## src/rtl/rtc_pkg.sv

```systemverilog
// Shared definitions for the real-time clock core: register addresses
// and the trimmed-period arithmetic.
package rtc_pkg;

    localparam logic [1:0] ADDR_SECS   = 2'd0;
    localparam logic [1:0] ADDR_CTRL   = 2'd1;
    localparam logic [1:0] ADDR_TRIM   = 2'd2;
    localparam logic [1:0] ADDR_PROT   = 2'd3;

    typedef struct packed {
        logic [7:0] interval_m1;
        logic [7:0] trim;
    } trim_cfg_t;

    // Last count value of a prescaler period, base length minus signed trim
    function automatic logic [16:0] period_last(input logic [16:0] base,
                                                input logic [7:0]  trim,
                                                input logic        apply);
        logic [16:0] len;
        len = apply ? (base - {{9{trim[7]}}, trim}) : base;
        return len - 17'd1;
    endfunction

endpackage

```

## src/rtl/rtc_regs.sv

```systemverilog
// Register file of the real-time clock core.
// Holds run enable, trim settings and protection bits. Decodes the
// writes to the seconds register and builds the read mux.
// Assumes single-cycle write strobes. Reads are combinational.
module rtc_regs
    import rtc_pkg::*;
(
    input  logic        clk,
    input  logic        rst_n,
    input  logic        wr_en,
    input  logic [1:0]  addr,
    input  logic [31:0] wr_data,
    input  logic [31:0] secs,
    input  logic        ovf,
    output logic        en,
    output trim_cfg_t   cfg,
    output logic        trim_unlk,
    output logic        prot_unlk,
    output logic        secs_load,
    output logic [31:0] rd_data
);

    // Seconds writes are accepted only while stopped
    assign secs_load = wr_en && (addr == ADDR_SECS) && !en;

    // Run enable register
    always_ff @(posedge clk) begin
        if (!rst_n)
            en <= 1'b0;
        else if (wr_en && addr == ADDR_CTRL)
            en <= wr_data[0];
    end

    // Trim settings, writable only while unlocked
    always_ff @(posedge clk) begin
        if (!rst_n)
            cfg <= '0;
        else if (wr_en && addr == ADDR_TRIM && trim_unlk)
            cfg <= trim_cfg_t'(wr_data[15:0]);
    end

    // Protection bits: may only be cleared, and only while unlocked
    always_ff @(posedge clk) begin
        if (!rst_n) begin
            trim_unlk <= 1'b1;
            prot_unlk <= 1'b1;
        end else if (wr_en && addr == ADDR_PROT && prot_unlk) begin
            trim_unlk <= trim_unlk & wr_data[0];
            prot_unlk <= prot_unlk & wr_data[1];
        end
    end

    // Read mux
    always_comb begin
        case (addr)
            ADDR_SECS: rd_data = secs;
            ADDR_CTRL: rd_data = {30'd0, ovf, en};
            ADDR_TRIM: rd_data = {16'd0, cfg};
            default:   rd_data = {30'd0, prot_unlk, trim_unlk};
        endcase
    end

endmodule

```

## src/rtl/rtc_prescaler.sv

```systemverilog
// Divides the counting clock to one-second ticks.
// The first period of each interval of (interval_m1+1) seconds is
// lengthened or shortened by the signed trim. Other periods are
// 2**PRESCALE_BITS cycles long.
// Assumes PRESCALE_BITS is between 9 and 16.
module rtc_prescaler
    import rtc_pkg::*;
#(
    parameter int PRESCALE_BITS = 15
) (
    input  logic      clk,
    input  logic      rst_n,
    input  logic      run,
    input  logic      clear,
    input  trim_cfg_t cfg,
    output logic      tick
);

    localparam int          CW   = PRESCALE_BITS + 1;
    localparam logic [16:0] BASE = 17'(1 << PRESCALE_BITS);

    logic [CW-1:0] cnt;
    logic [7:0]    pos;
    logic [16:0]   last;

    // Terminal count for the current period
    always_comb begin
        last = period_last(BASE, cfg.trim, pos == 8'd0);
        tick = run && (cnt == last[CW-1:0]);
    end

    // Prescaler counter
    always_ff @(posedge clk) begin
        if (!rst_n || clear)
            cnt <= '0;
        else if (run)
            cnt <= tick ? '0 : cnt + 1'b1;
    end

    // Position of the current second within its trim interval
    always_ff @(posedge clk) begin
        if (!rst_n || clear)
            pos <= 8'd0;
        else if (tick)
            pos <= (pos >= cfg.interval_m1) ? 8'd0 : pos + 8'd1;
    end

endmodule

```

## src/rtl/rtc_seconds.sv

```systemverilog
// 32-bit seconds counter with load and sticky overflow flag.
// A load of 0 is stored as 1. Wrapping to 0 sets the flag, and only a
// load clears it.
module rtc_seconds #(
    parameter int SECS_W = 32
) (
    input  logic              clk,
    input  logic              rst_n,
    input  logic              tick,
    input  logic              load,
    input  logic [SECS_W-1:0] load_val,
    output logic [SECS_W-1:0] secs,
    output logic              ovf
);

    // Seconds value and overflow flag
    always_ff @(posedge clk) begin
        if (!rst_n) begin
            secs <= SECS_W'(1);
            ovf  <= 1'b0;
        end else if (load) begin
            secs <= (load_val == '0) ? SECS_W'(1) : load_val;
            ovf  <= 1'b0;
        end else if (tick) begin
            secs <= secs + 1'b1;
            if (&secs)
                ovf <= 1'b1;
        end
    end

endmodule

```

## src/rtl/rtc_core.sv

```systemverilog
// Top of the real-time clock core: register file, prescaler with trim,
// and seconds counter. Counting runs while enabled and not overflowed.
module rtc_core
    import rtc_pkg::*;
#(
    parameter int PRESCALE_BITS = 15
) (
    input  logic        clk,
    input  logic        rst_n,
    input  logic        wr_en,
    input  logic [1:0]  addr,
    input  logic [31:0] wr_data,
    output logic [31:0] rd_data
);

    logic        en;
    logic        ovf;
    logic        tick;
    logic        secs_load;
    logic        trim_unlk;
    logic        prot_unlk;
    logic        run;
    logic [31:0] secs;
    trim_cfg_t   cfg;

    // Counting is allowed while enabled and not overflowed
    assign run = en && !ovf;

    rtc_regs u_regs (
        .clk       (clk),
        .rst_n     (rst_n),
        .wr_en     (wr_en),
        .addr      (addr),
        .wr_data   (wr_data),
        .secs      (secs),
        .ovf       (ovf),
        .en        (en),
        .cfg       (cfg),
        .trim_unlk (trim_unlk),
        .prot_unlk (prot_unlk),
        .secs_load (secs_load),
        .rd_data   (rd_data)
    );

    rtc_prescaler #(.PRESCALE_BITS(PRESCALE_BITS)) u_pre (
        .clk   (clk),
        .rst_n (rst_n),
        .run   (run),
        .clear (secs_load),
        .cfg   (cfg),
        .tick  (tick)
    );

    rtc_seconds #(.SECS_W(32)) u_secs (
        .clk      (clk),
        .rst_n    (rst_n),
        .tick     (tick),
        .load     (secs_load),
        .load_val (wr_data),
        .secs     (secs),
        .ovf      (ovf)
    );

endmodule

```

## config.mk

```make
export PLATFORM = sky130hd
export DESIGN_NAME = rtc_core
export DESIGN_NICKNAME = d
export VERILOG_FILES = /design/src/rtl/rtc_pkg.sv /design/src/rtl/rtc_regs.sv /design/src/rtl/rtc_prescaler.sv /design/src/rtl/rtc_seconds.sv /design/src/rtl/rtc_core.sv
export SDC_FILE = /design/constraint.sdc
export NUM_CORES = 1
export LEC_CHECK = 0
export ABC_AREA = 1
export ABC_CLOCK_PERIOD_IN_PS = 3100
export BUFFER_PORTS_ARGS = -buffer_cell sky130_fd_sc_hd__buf_2
export CAP_MARGIN = 20
export CORE_MARGIN = 1.5
export CORE_UTILIZATION = 49
export CTS_BUF_LIST = sky130_fd_sc_hd__clkbuf_2
export DETAILED_ROUTE_END_ITERATION = 10
export GPL_ROUTABILITY_DRIVEN = 0
export PLACE_DENSITY = 0.74
export SLEW_MARGIN = 20
export SYNTH_ARGS = -nofsm -noshare
export SYNTH_HDL_FRONTEND = slang
export SYNTH_SLANG_ARGS = --single-unit
```

## constraint.sdc

```tcl
create_clock -name clk -period 3.1 [get_ports clk]
set_input_delay 0.62 -clock clk [delete_from_list [all_inputs] [get_ports clk]]
set_output_delay 0.62 -clock clk [all_outputs]
set_load 0.005 [all_outputs]
```

### After elaboration in Yosys (flattened, before gate mapping)

Cells that the tools add are included.

| cells by class | value |
|---|---|
| muxes and demuxes | 7 |
| shift operators | 0 |
| bitwise logic cells | 3 |
| $add $sub $neg | 5 |
| multiply operators | 0 |
| div/mod/pow operators | 0 |
| reductions and logical operators | 19 |
| order comparisons | 1 |
| eq/ne operators | 4 |

Operators with widths:

| kind | count |
|---|---|
| 32-bit 2-to-1 mux | 3 |
| 32-bit case mux with 3 select lines | 1 |
| 33-bit AND reduction | 1 |
| 32-bit by 1-bit adder with 32-bit output (second input constant) | 1 |
| 32-bit logical NOT | 1 |
| 16-bit 2-to-1 mux | 2 |
| 16-bit by 1-bit adder with 16-bit output (second input constant) | 1 |
| 16-bit equality test | 1 |
| 16-bit by 1-bit subtractor with 16-bit output (second input constant) | 1 |
| 16-bit subtractor (first input constant) | 1 |
| 1-bit logical AND | 9 |
| 8-bit by 1-bit adder with 8-bit output (second input constant) | 1 |
| 8-bit greater-or-equal comparator | 1 |
| 8-bit logical NOT | 1 |
| 8-bit 2-to-1 mux | 1 |
| 2-bit equality test (second input constant) | 2 |
| 1-bit logical NOT | 3 |
| 1-bit AND | 2 |
| 2-bit by 1-bit equality test with 1-bit output (second input constant) | 1 |
| 2-bit logical NOT | 1 |
| 2-bit nonzero test | 1 |
| 2-bit OR reduction | 1 |
| 1-bit logical OR | 1 |
| 1-bit inverter | 1 |

| word-level totals | value |
|---|---|
| logic and storage cells | 48 |
| memory bits (read-only) | 0 |
| latch bits | 0 |
| memories kept | 0 |
| memory bits (writable) | 0 |
| bits of input ports | 37 |
| output and inout bits | 32 |
| register bits after elaboration | 76 |

### Logic depth before layout (Yosys ltp)

Gate-level depths: netlist of run 1.

| depth | value |
|---|---|
| word-level depth | 7 |
| depth in mapped cells | 24 |
| gate-level depth less buffers | 21 |

### Modules after synthesis

From an unflattened synthesis of run 1, not the netlist that was laid out.

| unflattened totals | value |
|---|---|
| cell total of the unflattened synthesis | 1103 |
| area, all modules | 6389.9 sq um |

By module, submodules not included:

| module | cells each | sequential area each (sq um) | area each (sq um) | times used |
|---|---|---|---|---|
| rtc_prescaler | 448 | 480.5 | 2652.5 | 1 |
| rtc_seconds | 430 | 660.6 | 2487.4 | 1 |
| rtc_regs | 223 | 380.4 | 1239.9 | 1 |
| rtc_core | 2 | 0.0 | 10.0 | 1 |

### Worst setup path after synthesis of run 1

OpenSTA, ideal clock, no wires.

| timing path | value |
|---|---|
| path type | reg2reg |
| start | register u_pre.pos[0] |
| end | register u_secs.secs[12] |
| arrival | 2706 ps |
| library setup time | 113 ps |
| cell stages (with the launch flop) | 24 |
| setup slack | 281 ps |
| clock period less this slack | 2819 ps |
| buffers on the path | 3 |
| data required time | 2987 ps |
| path through | dfxtp_1 -> inv_1 -> ha_1 -> nand2_1 -> nor2_2 -> buf_6 -> buf_6 -> nand2_1 -> ha_1 -> a21oi_1 -> o21ai_1 -> nor2_1 -> inv_1 -> nor2_1 -> nand2_1 -> nor2_1 -> nand3_1 -> nor2_4 -> nand3_4 -> nand2_2 -> buf_4 -> nand2_1 -> nand2_1 -> nor2_1 |

| between the ends | value |
|---|---|
| longest elaborated chain between the ends | 6 |

Ends and longest elaborated chain:

| element | line | text |
|---|---|---|
| from (decl) | rtc_prescaler.sv:23 | `logic [7:0] pos;` |
| from (signal assigned) | rtc_prescaler.sv:45 | `pos <= (pos >= cfg.interval_m1) ? 8'd0 : pos + 8'd1;` |
| 8-bit logical NOT | rtc_prescaler.sv:28 | `last = period_last(BASE, cfg.trim, pos == 8'd0);` |
| 16-bit 2-to-1 mux | rtc_pkg.sv:20 | `len = apply ? (base - {{9{trim[7]}}, trim}) : base;` |
| 16-bit by 1-bit subtractor with 16-bit output | rtc_pkg.sv:21 | `return len - 17'd1;` |
| 16-bit equality test | rtc_prescaler.sv:29 | `tick = run && (cnt == last[CW-1:0]);` |
| 1-bit logical AND | rtc_prescaler.sv:29 |  |
| 2-bit nonzero test (no line) | - |  |
| to (signal assigned) | rtc_seconds.sv:22 | `secs <= (load_val == '0) ? SECS_W'(1) : load_val;` |
| to (signal assigned) | rtc_seconds.sv:25 | `secs <= secs + 1'b1;` |
| to (decl) | rtc_seconds.sv:12 | `output logic [SECS_W-1:0] secs,` |

No other way between the ends.
A chain may end at the register's enable or synchronous reset.

### Worst setup path after layout of run 1

Ends and elaborated chain as after synthesis.

==> flow_summary.ini, run 1 <==
[logic_synthesis]
synth_warnings = 0
synth-async-reset-ratio = 0
seq_area_frac_synth = 0.2676
synthesis.instances = 946
syn_area_mm2 = 0.005685
synth-edff-count = 0
ys.flop_type = dfxtp_1
syn-num-nets = 998
synthDistinctLibCells = 47
ys_ff_latch = 76
avgSynthCellArea_um2 = 6.010

[cells_and_area]
nets = 1076
layout_commonest_cell = nand2_1
antenna_cells = 0
drive_above_1_share = 0.1603
area_growth_pct = 16.18
final_cell_mix = nand2_1, inv_1, nor2_1
final_cells = 1172

[placement]
place_inst = 1147
numPortBuffers = 68
dp_hpwl_um = 12000
pre_cts_ws_ns = 0.2314

[worst_setup_path]
cp_slowest_cell = dfxtp_2
cp_data_required_time_ns = 3.58
worst_setup_path_start_kind = register
cp_max_fo = 17
cp_cell_sequence = inv_4 -> ha_4 -> nand2_2 -> nor2_4 -> buf_6 -> nand3_2 -> inv_1 -> nor2_1 -> nand3_1 -> nand2_1 -> nand2_1 -> nor2_1 -> nand3_1 -> nor2_4 -> nand3_4 -> nand2_8 -> clkbuf_16 -> nand2_1 -> nand2_1 -> nor2_1
slowest_delay_ns = 0.41
cp.arrival_ns = 3.35
crit_top_cell = nand2_1
end_kind = register
critical_path_class = reg2reg

[floorplan]
die_w_um = 110.7
die_h_um = 110.7
core-area_mm2 = 0.01137
dieArea_mm2 = 0.01226
ios = 69
start_util = 0.5001
num_rows = 39

[pwr]
p_switching_mw = 0.8409
power_frac_clock = 0.271
seqPwrFrac = 0.444
swShare = 0.3558
p_leak_nw = 3.166
power.density_mw_per_mm2 = 357.8
comb_power_share = 0.285
p_int_mw = 1.522
p_total_mw = 2.363
vdd_drop_max_mv = 0.1728

[sta]
worstMarginPinSlew_ns = 1.104
rsz0062_at_grt = true
finalClockSkew_ns = 0.03244
relSlewSlack = 0.2612
fmax_ghz = 0.3487
slew_viol_final = 0
fin_tns_setup_ns = 0
finalSetupViolCount = 0
period_share = 0.9251
period_needed_ns = 2.868
setup_ws_ns = 0.2321
hold_viol = 0

[grt]
grt_max_degree = 63
grt.total_usage = 0.2612
grt_pass1_vias = 5503
antenna_found_initial = 0
grt.overflow.total = 0
grt_first_pass_wirelength_um = 26500

[route]
wire_per_inst_um = 14.13
dr.first_iter.drc_count = 570
wl_um = 16560
vias_per_cell = 5.378
ant_nets = 0
via_count = 6303
drc = 0
drtPass1Iterations = 6

[cts]
clkTransAtPathRegs_ns = 0.24
cts_root_buf = clkbuf_2
numCtsBuffers = 9
clockBufferDepth = 2
clock_sinks = 76
worstSkewPairLatency_ns = 0.58
h-tree-depth = 3
cts_tree = built

[worst_hold_path]
hold_path_class = in2reg

[flow_run]
cap_violations = 0

[run_status]
status = complete, no violations
==> timing repair <==
item | in CTS | in global routing
hold buffers | 0 | 0
setup endpoints to repair | 0 | 57
setup buffers | 0 | 3
resized for setup | 0 | 32
==> synth_stat cells (6+ instances only) <==
cell type,instances,share of area
nor3_1,17,0.015
nor2_1,129,0.085
nand4_1,28,0.031
clkbuf_1,20,0.013
inv_1,130,0.086
a21oi_1,42,0.037
dfxtp_1,76,0.27
ha_1,15,0.033
buf_6,6,0.012
nor2_2,7,0.0077
nor4_1,9,0.0099
o21ai_1,6,0.0053
o22ai_1,10,0.011
nand2_1,234,0.15
o21ai_0,48,0.042
xor2_1,19,0.029
nand3_1,94,0.083
==> kinds of logic after synthesis <==
logic type | share of synthesized area
AO/OA/AOI/OAI | 0.1199
XOR/XNOR | 0.03213
flip-flops | 0.2676
buffers and inverters | 0.1206
multiplexers | 0.001761
AND/OR/NAND/NOR | 0.4250
adder cells (fa/ha/maj) | 0.03301
==> cell type report <==
type	instances	area (um2)
inverter	136	515.5
timing repair buffer	98	671.9
fill	1151	4765
sequential	76	1528
multi-input combinational	703	3580
clock buffer	11	55.05
clock inverter	5	76.32
tap	143	178.9
==> path summary, 6_finish.rpt <==
kind | slack, ns | startpoint | cells past startpoint | end
worst min register to register | 0.49 | u_regs.prot_unlk | 2 | u_regs.prot_unlk
worst max register to register | 0.23 | u_pre.pos[0] | 20 | u_secs.secs[12]
worst min-delay path | 0.34 | wr_en | 3 | u_regs.en
worst max-delay path | 0.23 | u_pre.pos[0] | 20 | u_secs.secs[12]
==> critical path: cells and delay by family (launching register included) <==
| kind | cells | cell delay [ns] |
|---|---|---|
| AND/OR/NAND/NOR | 15 | 1.76 |
| buffers and inverters | 4 | 0.45 |
| flip-flops | 1 | 0.41 |
| adder cells (fa/ha/maj) | 1 | 0.15 |
==> power by group through the flow <==
stage	Clock, mW	Combinational [mW]	Sequential (mW)
after floorplan	0	0.461	1.06
after global placement	0	0.629	1.07
after detailed placement	0	0.632	1.07
after CTS	0.638	0.634	1.05
after global routing	0.684	0.761	1.05
final	0.640	0.674	1.05
==> layer usage <==
| metal | part of all wire | GRT usage | vias up | wire length (um) |
|---|---|---|---|---|
| met2 | 0.46 | 0.4136 | 221 | 7540 |
| met4 | 0.014 | 0.06325 | 0 | 225 |
| met5 | 0 | 0 | - | 0 |
| li1 | - | - | 3225 | - |
| met1 | 0.47 | 0.3744 | 2837 | 7756 |
| met3 | 0.062 | 0.03882 | 20 | 1033 |
==> per-stage QoR <==
step                hold slack, ns    util  cell area (um2)
floorplan                   0.4410       -             5685
CTS                         0.3533  0.5582             6346
finish                      0.3368  0.5809             6605
global route                0.3258  0.5809             6605
detailed placement          0.4575  0.5466             6215
global placement            0.4500  0.5466             6215
==> flip-flops by register name, indices dropped and copies added, names as in the netlist <==
register,count
u_regs.prot_unlk,1
u_regs.en,1
u_pre.pos,8
u_regs.cfg,16
u_pre.cnt,16
u_secs.secs,32
u_regs.trim_unlk,1
u_secs.ovf,1
Power figures use the tool's default switching activity.
==> inputs of run 2 (changes only) <==
--- a/config.mk
+++ b/config.mk
@@ -15,6 +15,7 @@
 export DETAILED_ROUTE_END_ITERATION = 10
 export GPL_ROUTABILITY_DRIVEN = 0
 export PLACE_DENSITY = 0.74
+export SETUP_SLACK_MARGIN = 0.5
 export SLEW_MARGIN = 20
 export SYNTH_ARGS = -nofsm -noshare
 export SYNTH_HDL_FRONTEND = slang
==> flow_summary.ini, run 2 (synthesized netlist as in run 1, its figures left out) <==
[route]
drc = 0
wire_per_inst_um = 14.78
dr.first_iter.drc_count = 585
wl_um = 17710
via_count = 6587
ant_nets = 0
drtPass1Iterations = 5
vias_per_cell = 5.498

[pwr]
vdd_drop_max_mv = 0.2093
p_total_mw = 2.498
p_leak_nw = 3.392
power.density_mw_per_mm2 = 348.8

[worst_setup_path]
worst_setup_path_start_kind = register
cp.arrival_ns = 3.22
critical_path_class = reg2reg
r2r_cells = 18
cp_data_required_time_ns = 3.56
end_kind = register
cp_max_fo = 8

[sta]
hold_slack_ns = 0.3148
period_needed_ns = 2.764
relSlewSlack = 0.3113
worstMarginPinSlew_ns = 1.029
fmax_ghz = 0.3618
rsz0062_at_grt = true
setup_ws_ns = 0.3357
fin_tns_setup_ns = 0
finalClockSkew_ns = 0.03940
finalSetupViolCount = 0
hold_viol = 0
period_share = 0.8917
slew_viol_final = 0

[grt]
grt_max_degree = 63
grt_first_pass_wirelength_um = 28090
grt.overflow.total = 0
antenna_found_initial = 0
grt.total_usage = 0.2763
grt_pass1_vias = 5959

[cells_and_area]
top_regs = u_secs.secs: 32 flops, u_pre.cnt: 16 flops, u_regs.cfg: 16 flops
layout_commonest_cell = nand2_1
n_fill_cell = 1047
largest_reg_flops = 32
top_register = u_secs.secs
nets = 1102
drive_above_1_share = 0.2417
antenna_cells = 0
final_cells = 1198
final_cell_mix = nand2_1, inv_1, nor2_1
area_growth_pct = 25.99

[cts]
cts_root_buf = clkbuf_2
h-tree-depth = 3
numCtsBuffers = 9
clkTransAtPathRegs_ns = 0.26
clockBufferDepth = 2
cts_tree = built
clock_sinks = 76
worstSkewPairLatency_ns = 0.56

[floorplan]
ios = 69
start_util = 0.5001
num_rows = 39
die_w_um = 110.7
core-area_mm2 = 0.01137
die_h_um = 110.7
dieArea_mm2 = 0.01226

[placement]
pre_cts_ws_ns = 0.1852
numPortBuffers = 68
place_inst = 1143
dp_hpwl_um = 11860

[worst_hold_path]
whs_path_depth = 3
hold_path_class = in2reg

[run_status]
status = complete, no violations

[flow_run]
cap_violations = 0
run 2: cell types whose count changed in the layout (fill, tap and decap cells not counted), sizes merged:
cell / change
clkbuf: -4
nor2: -1
clkinv: +2
buf: +29
run 2: final cells by class:
class	count	area, um2	share of cell area
Tap cell	143	178.9	0.02498
Sequential cell	76	1550	0.2164
Clock inverter	7	100.1	0.01397
Inverter	136	516.7	0.07214
Multi-Input combinational cell	702	3824	0.5338
Clock buffer	9	45.04	0.006288
Timing Repair Buffer	125	948.4	0.1324
run 2: per-layer routing:
layer,global-route usage,share of wire
met1,0.3718,0.43
met2,0.4469,0.47
met3,0.03937,0.069
met4,0.1103,0.025
met5,0,0
run 2: where the power goes:
| group | internal [mW] | switching, mW |
|---|---|---|
| sequential | 1.02 | 0.0337 |
| clock | 0.273 | 0.401 |
| combinational | 0.297 | 0.478 |
| total | 1.59 | 0.913 |
run 2: timing repair:
item,in CTS,in global routing
pin swaps,14,24
resized for setup,50,57
setup buffers,23,11
hold buffers,0,0
endpoints found under the setup margin,57,83
gates cloned,3,2
run 2: critical path, stage by stage, from the launching register on:
cell and delay, ns:
dfxtp_2 0.39, inv_1 0.13, ha_4 0.17, inv_2 0.04, nor2_2 0.12, nand3_2 0.18, nand3_2 0.15, nand2_1 0.12
nor2_4 0.17, nand2_4 0.09, nand3_1 0.12, nand4_1 0.18, nor2_4 0.16, nand3_4 0.08, buf_12 0.16, nand2_8 0.13
buf_12 0.12, buf_16 0.11, nor2_4 0.03
run 2: worst paths after layout:
kind,start,to,slack (ns)
max,u_regs.cfg[1],u_pre.cnt[14],0.34
min,wr_data[3],u_secs.secs[3],0.31
min reg2reg,u_regs.trim_unlk,u_regs.trim_unlk,0.51
max reg2reg,u_regs.cfg[1],u_pre.cnt[14],0.34
run 2: metrics by stage:
stage | instance area, um2 | utilization
floorplan | 5744 | -
global placement | 6243 | 0.5491
detailed placement | 6243 | 0.5491
CTS | 6828 | 0.6005
global route | 7163 | 0.6300
finish | 7163 | 0.6300
==> inputs of run 3 (changes only) <==
--- a/config.mk
+++ b/config.mk
@@ -6,15 +6,17 @@
 export NUM_CORES = 1
 export LEC_CHECK = 0
 export ABC_AREA = 1
-export ABC_CLOCK_PERIOD_IN_PS = 3100
+export ABC_CLOCK_PERIOD_IN_PS = 2470
 export BUFFER_PORTS_ARGS = -buffer_cell sky130_fd_sc_hd__buf_2
 export CAP_MARGIN = 20
+export CELL_PAD_IN_SITES_DETAIL_PLACEMENT = 0
+export CELL_PAD_IN_SITES_GLOBAL_PLACEMENT = 1
 export CORE_MARGIN = 1.5
-export CORE_UTILIZATION = 49
+export CORE_UTILIZATION = 38
 export CTS_BUF_LIST = sky130_fd_sc_hd__clkbuf_2
 export DETAILED_ROUTE_END_ITERATION = 10
 export GPL_ROUTABILITY_DRIVEN = 0
-export PLACE_DENSITY = 0.74
+export PLACE_DENSITY = 0.84
 export SETUP_SLACK_MARGIN = 0.5
 export SLEW_MARGIN = 20
 export SYNTH_ARGS = -nofsm -noshare
==> constraint.sdc (replaced) <==
create_clock -name clk -period 2.47 [get_ports clk]
set_input_delay 0.494 -clock clk [delete_from_list [all_inputs] [get_ports clk]]
set_output_delay 0.494 -clock clk [all_outputs]
set_load 0.005 [all_outputs]
==> flow_summary.ini, run 3 (synthesized netlist as in run 1, its figures left out) <==
[run_status]
status = complete, but fails checks
violations = negative setup slack

[placement]
dp_hpwl_um = 13570
numPortBuffers = 68
pre_cts_ws_ns = -0.4145
place_inst = 1258

[worst_setup_path]
critical_path_class = reg2reg
end_kind = register
cp_top_family = simple AND/OR/NAND/NOR gates
worst_setup_path_start_kind = register
cp_slowest_cell = dfxtp_2
critPathBufInv = 4
cp_max_fo = 8
cp.arrival_ns = 3.31
cp_cell_sequence = inv_2 -> ha_4 -> nand2_4 -> nor2_4 -> buf_6 -> nand2_4 -> ha_4 -> a21oi_2 -> o21ai_1 -> nor2_1 -> inv_1 -> nor2_1 -> nand2_1 -> nor2_2 -> nand3_2 -> nor2_4 -> nand3_4 -> nand2_4 -> buf_12 -> nand2_1 -> nand2_1 -> nor2_1
cp_data_required_time_ns = 2.93
slowest_delay_ns = 0.38

[cts]
h-tree-depth = 3
clkTransAtPathRegs_ns = 0.22
clock_sinks = 76
cts_root_buf = clkbuf_2
worstSkewPairLatency_ns = 0.57
cts_tree = built
numCtsBuffers = 9
clockBufferDepth = 2

[grt]
antenna_found_initial = 0
grt_max_degree = 63
grt_first_pass_wirelength_um = 29230
grt_pass1_vias = 5847
grt.overflow.total = 0
grt.total_usage = 0.2271

[route]
drc = 0
dr.first_iter.drc_count = 357
wire_per_inst_um = 14.04
vias_per_cell = 5.063
wl_um = 18020
drtPass1Iterations = 5
ant_nets = 0
via_count = 6496

[cells_and_area]
largest_reg_flops = 32
top_register = u_secs.secs
layout_commonest_cell = nand2_1
top_regs = u_secs.secs: 32 flops, u_pre.cnt: 16 flops, u_regs.cfg: 16 flops
antenna_cells = 0
drive_above_1_share = 0.2684
nets = 1147
n_fill_cell = 1522
area_growth_pct = 30.02
final_cells = 1283
final_cell_mix = nand2_1, inv_1, nor2_1

[flow_run]
cap_violations = 0

[worst_hold_path]
hold_path_class = in2reg

[sta]
period_share = 1.154
fmax_ghz = 0.3507
relSlewSlack = 0.3911
slew_viol_final = 0
rsz0062_at_grt = true
period_needed_ns = 2.851
setup_ws_ns = -0.3814
hold_slack_ns = 0.2014
finalClockSkew_ns = 0.03249
hold_viol = 0
finalSetupViolCount = 57
worstMarginPinSlew_ns = 0.9099
fin_tns_setup_ns = -18.28

[pwr]
vdd_drop_max_mv = 0.2151
power.density_mw_per_mm2 = 410.2
p_leak_nw = 3.554

[floorplan]
die_w_um = 125.3
start_util = 0.3897
dieArea_mm2 = 0.01571
core-area_mm2 = 0.01459
die_h_um = 125.3
num_rows = 44
ios = 69
==> run 3: cell type report <==
cell class | count | area, um2 | share of cell area
clock inverters | 3 | 38.79 | 0.005247
well taps | 184 | 230.2 | 0.03114
repair buffers | 170 | 1235 | 0.1671
multi-input cells | 702 | 3755 | 0.5080
inverters | 136 | 525.5 | 0.07109
clock buffers | 12 | 60.06 | 0.008125
flip-flops and latches | 76 | 1548 | 0.2094
==> run 3: per-layer routing <==
metal / vias to the layer above / routed length [um] / global-route usage
met5: - / 0 / 0
met4: 0 / 361 / 0.07821
met3: 29 / 852 / 0.03338
met2: 166 / 8016 / 0.3488
met1: 2933 / 8784 / 0.3249
li1: 3368 / - / -
==> run 3: worst paths after layout <==
check | from | to | slack [ns] | cells past startpoint
worst min-delay path | wr_data[3] | u_secs.secs[3] | 0.20 | 3
worst max-delay path | u_pre.pos[1] | u_secs.secs[13] | -0.38 | 22
worst min register to register | u_secs.secs[30] | u_secs.secs[30] | 0.49 | 2
worst max register to register | u_pre.pos[1] | u_secs.secs[13] | -0.38 | 22
==> run 3: per-stage QoR <==
stage | total power, mW | cell area [um2] | util
2_1_floorplan | 1.917 | 5744 | -
3_3_place_gp | 2.279 | 6838 | 0.4687
3_5_place_dp | 2.286 | 6838 | 0.4687
4_1_cts | 3.011 | 7157 | 0.4906
5_1_grt | 3.230 | 7392 | 0.5067
6_report | 3.032 | 7392 | 0.5067
==> run 3: worst reg2reg max path, stage by stage (launching register included) <==
cell and delay, ns:
dfxtp_2 0.38, inv_2 0.07, ha_4 0.14, nand2_4 0.05
nor2_4 0.20, buf_6 0.14, nand2_4 0.04, ha_4 0.24
a21oi_2 0.10, o21ai_1 0.06, nor2_1 0.14, inv_1 0.05
nor2_1 0.08, nand2_1 0.07, nor2_2 0.09, nand3_2 0.09
nor2_4 0.16, nand3_4 0.18, nand2_4 0.17, buf_12 0.14
nand2_1 0.06, nand2_1 0.05, nor2_1 0.04
==> run 3: where the power goes <==
part	internal, mW	leakage, nW	total [mW]	switching [mW]
clock	0.237	0.0695	0.692	0.456
sequential	1.28	0.626	1.31	0.0373
combinational	0.422	2.86	1.03	0.604
==> run 3: what timing repair did <==
action	CTS	global route
cloned	0	2
hold buffers	0	0
setup buffers	3	5
resized for setup	63	46
pin swaps	7	21
setup endpoints to repair	88	84
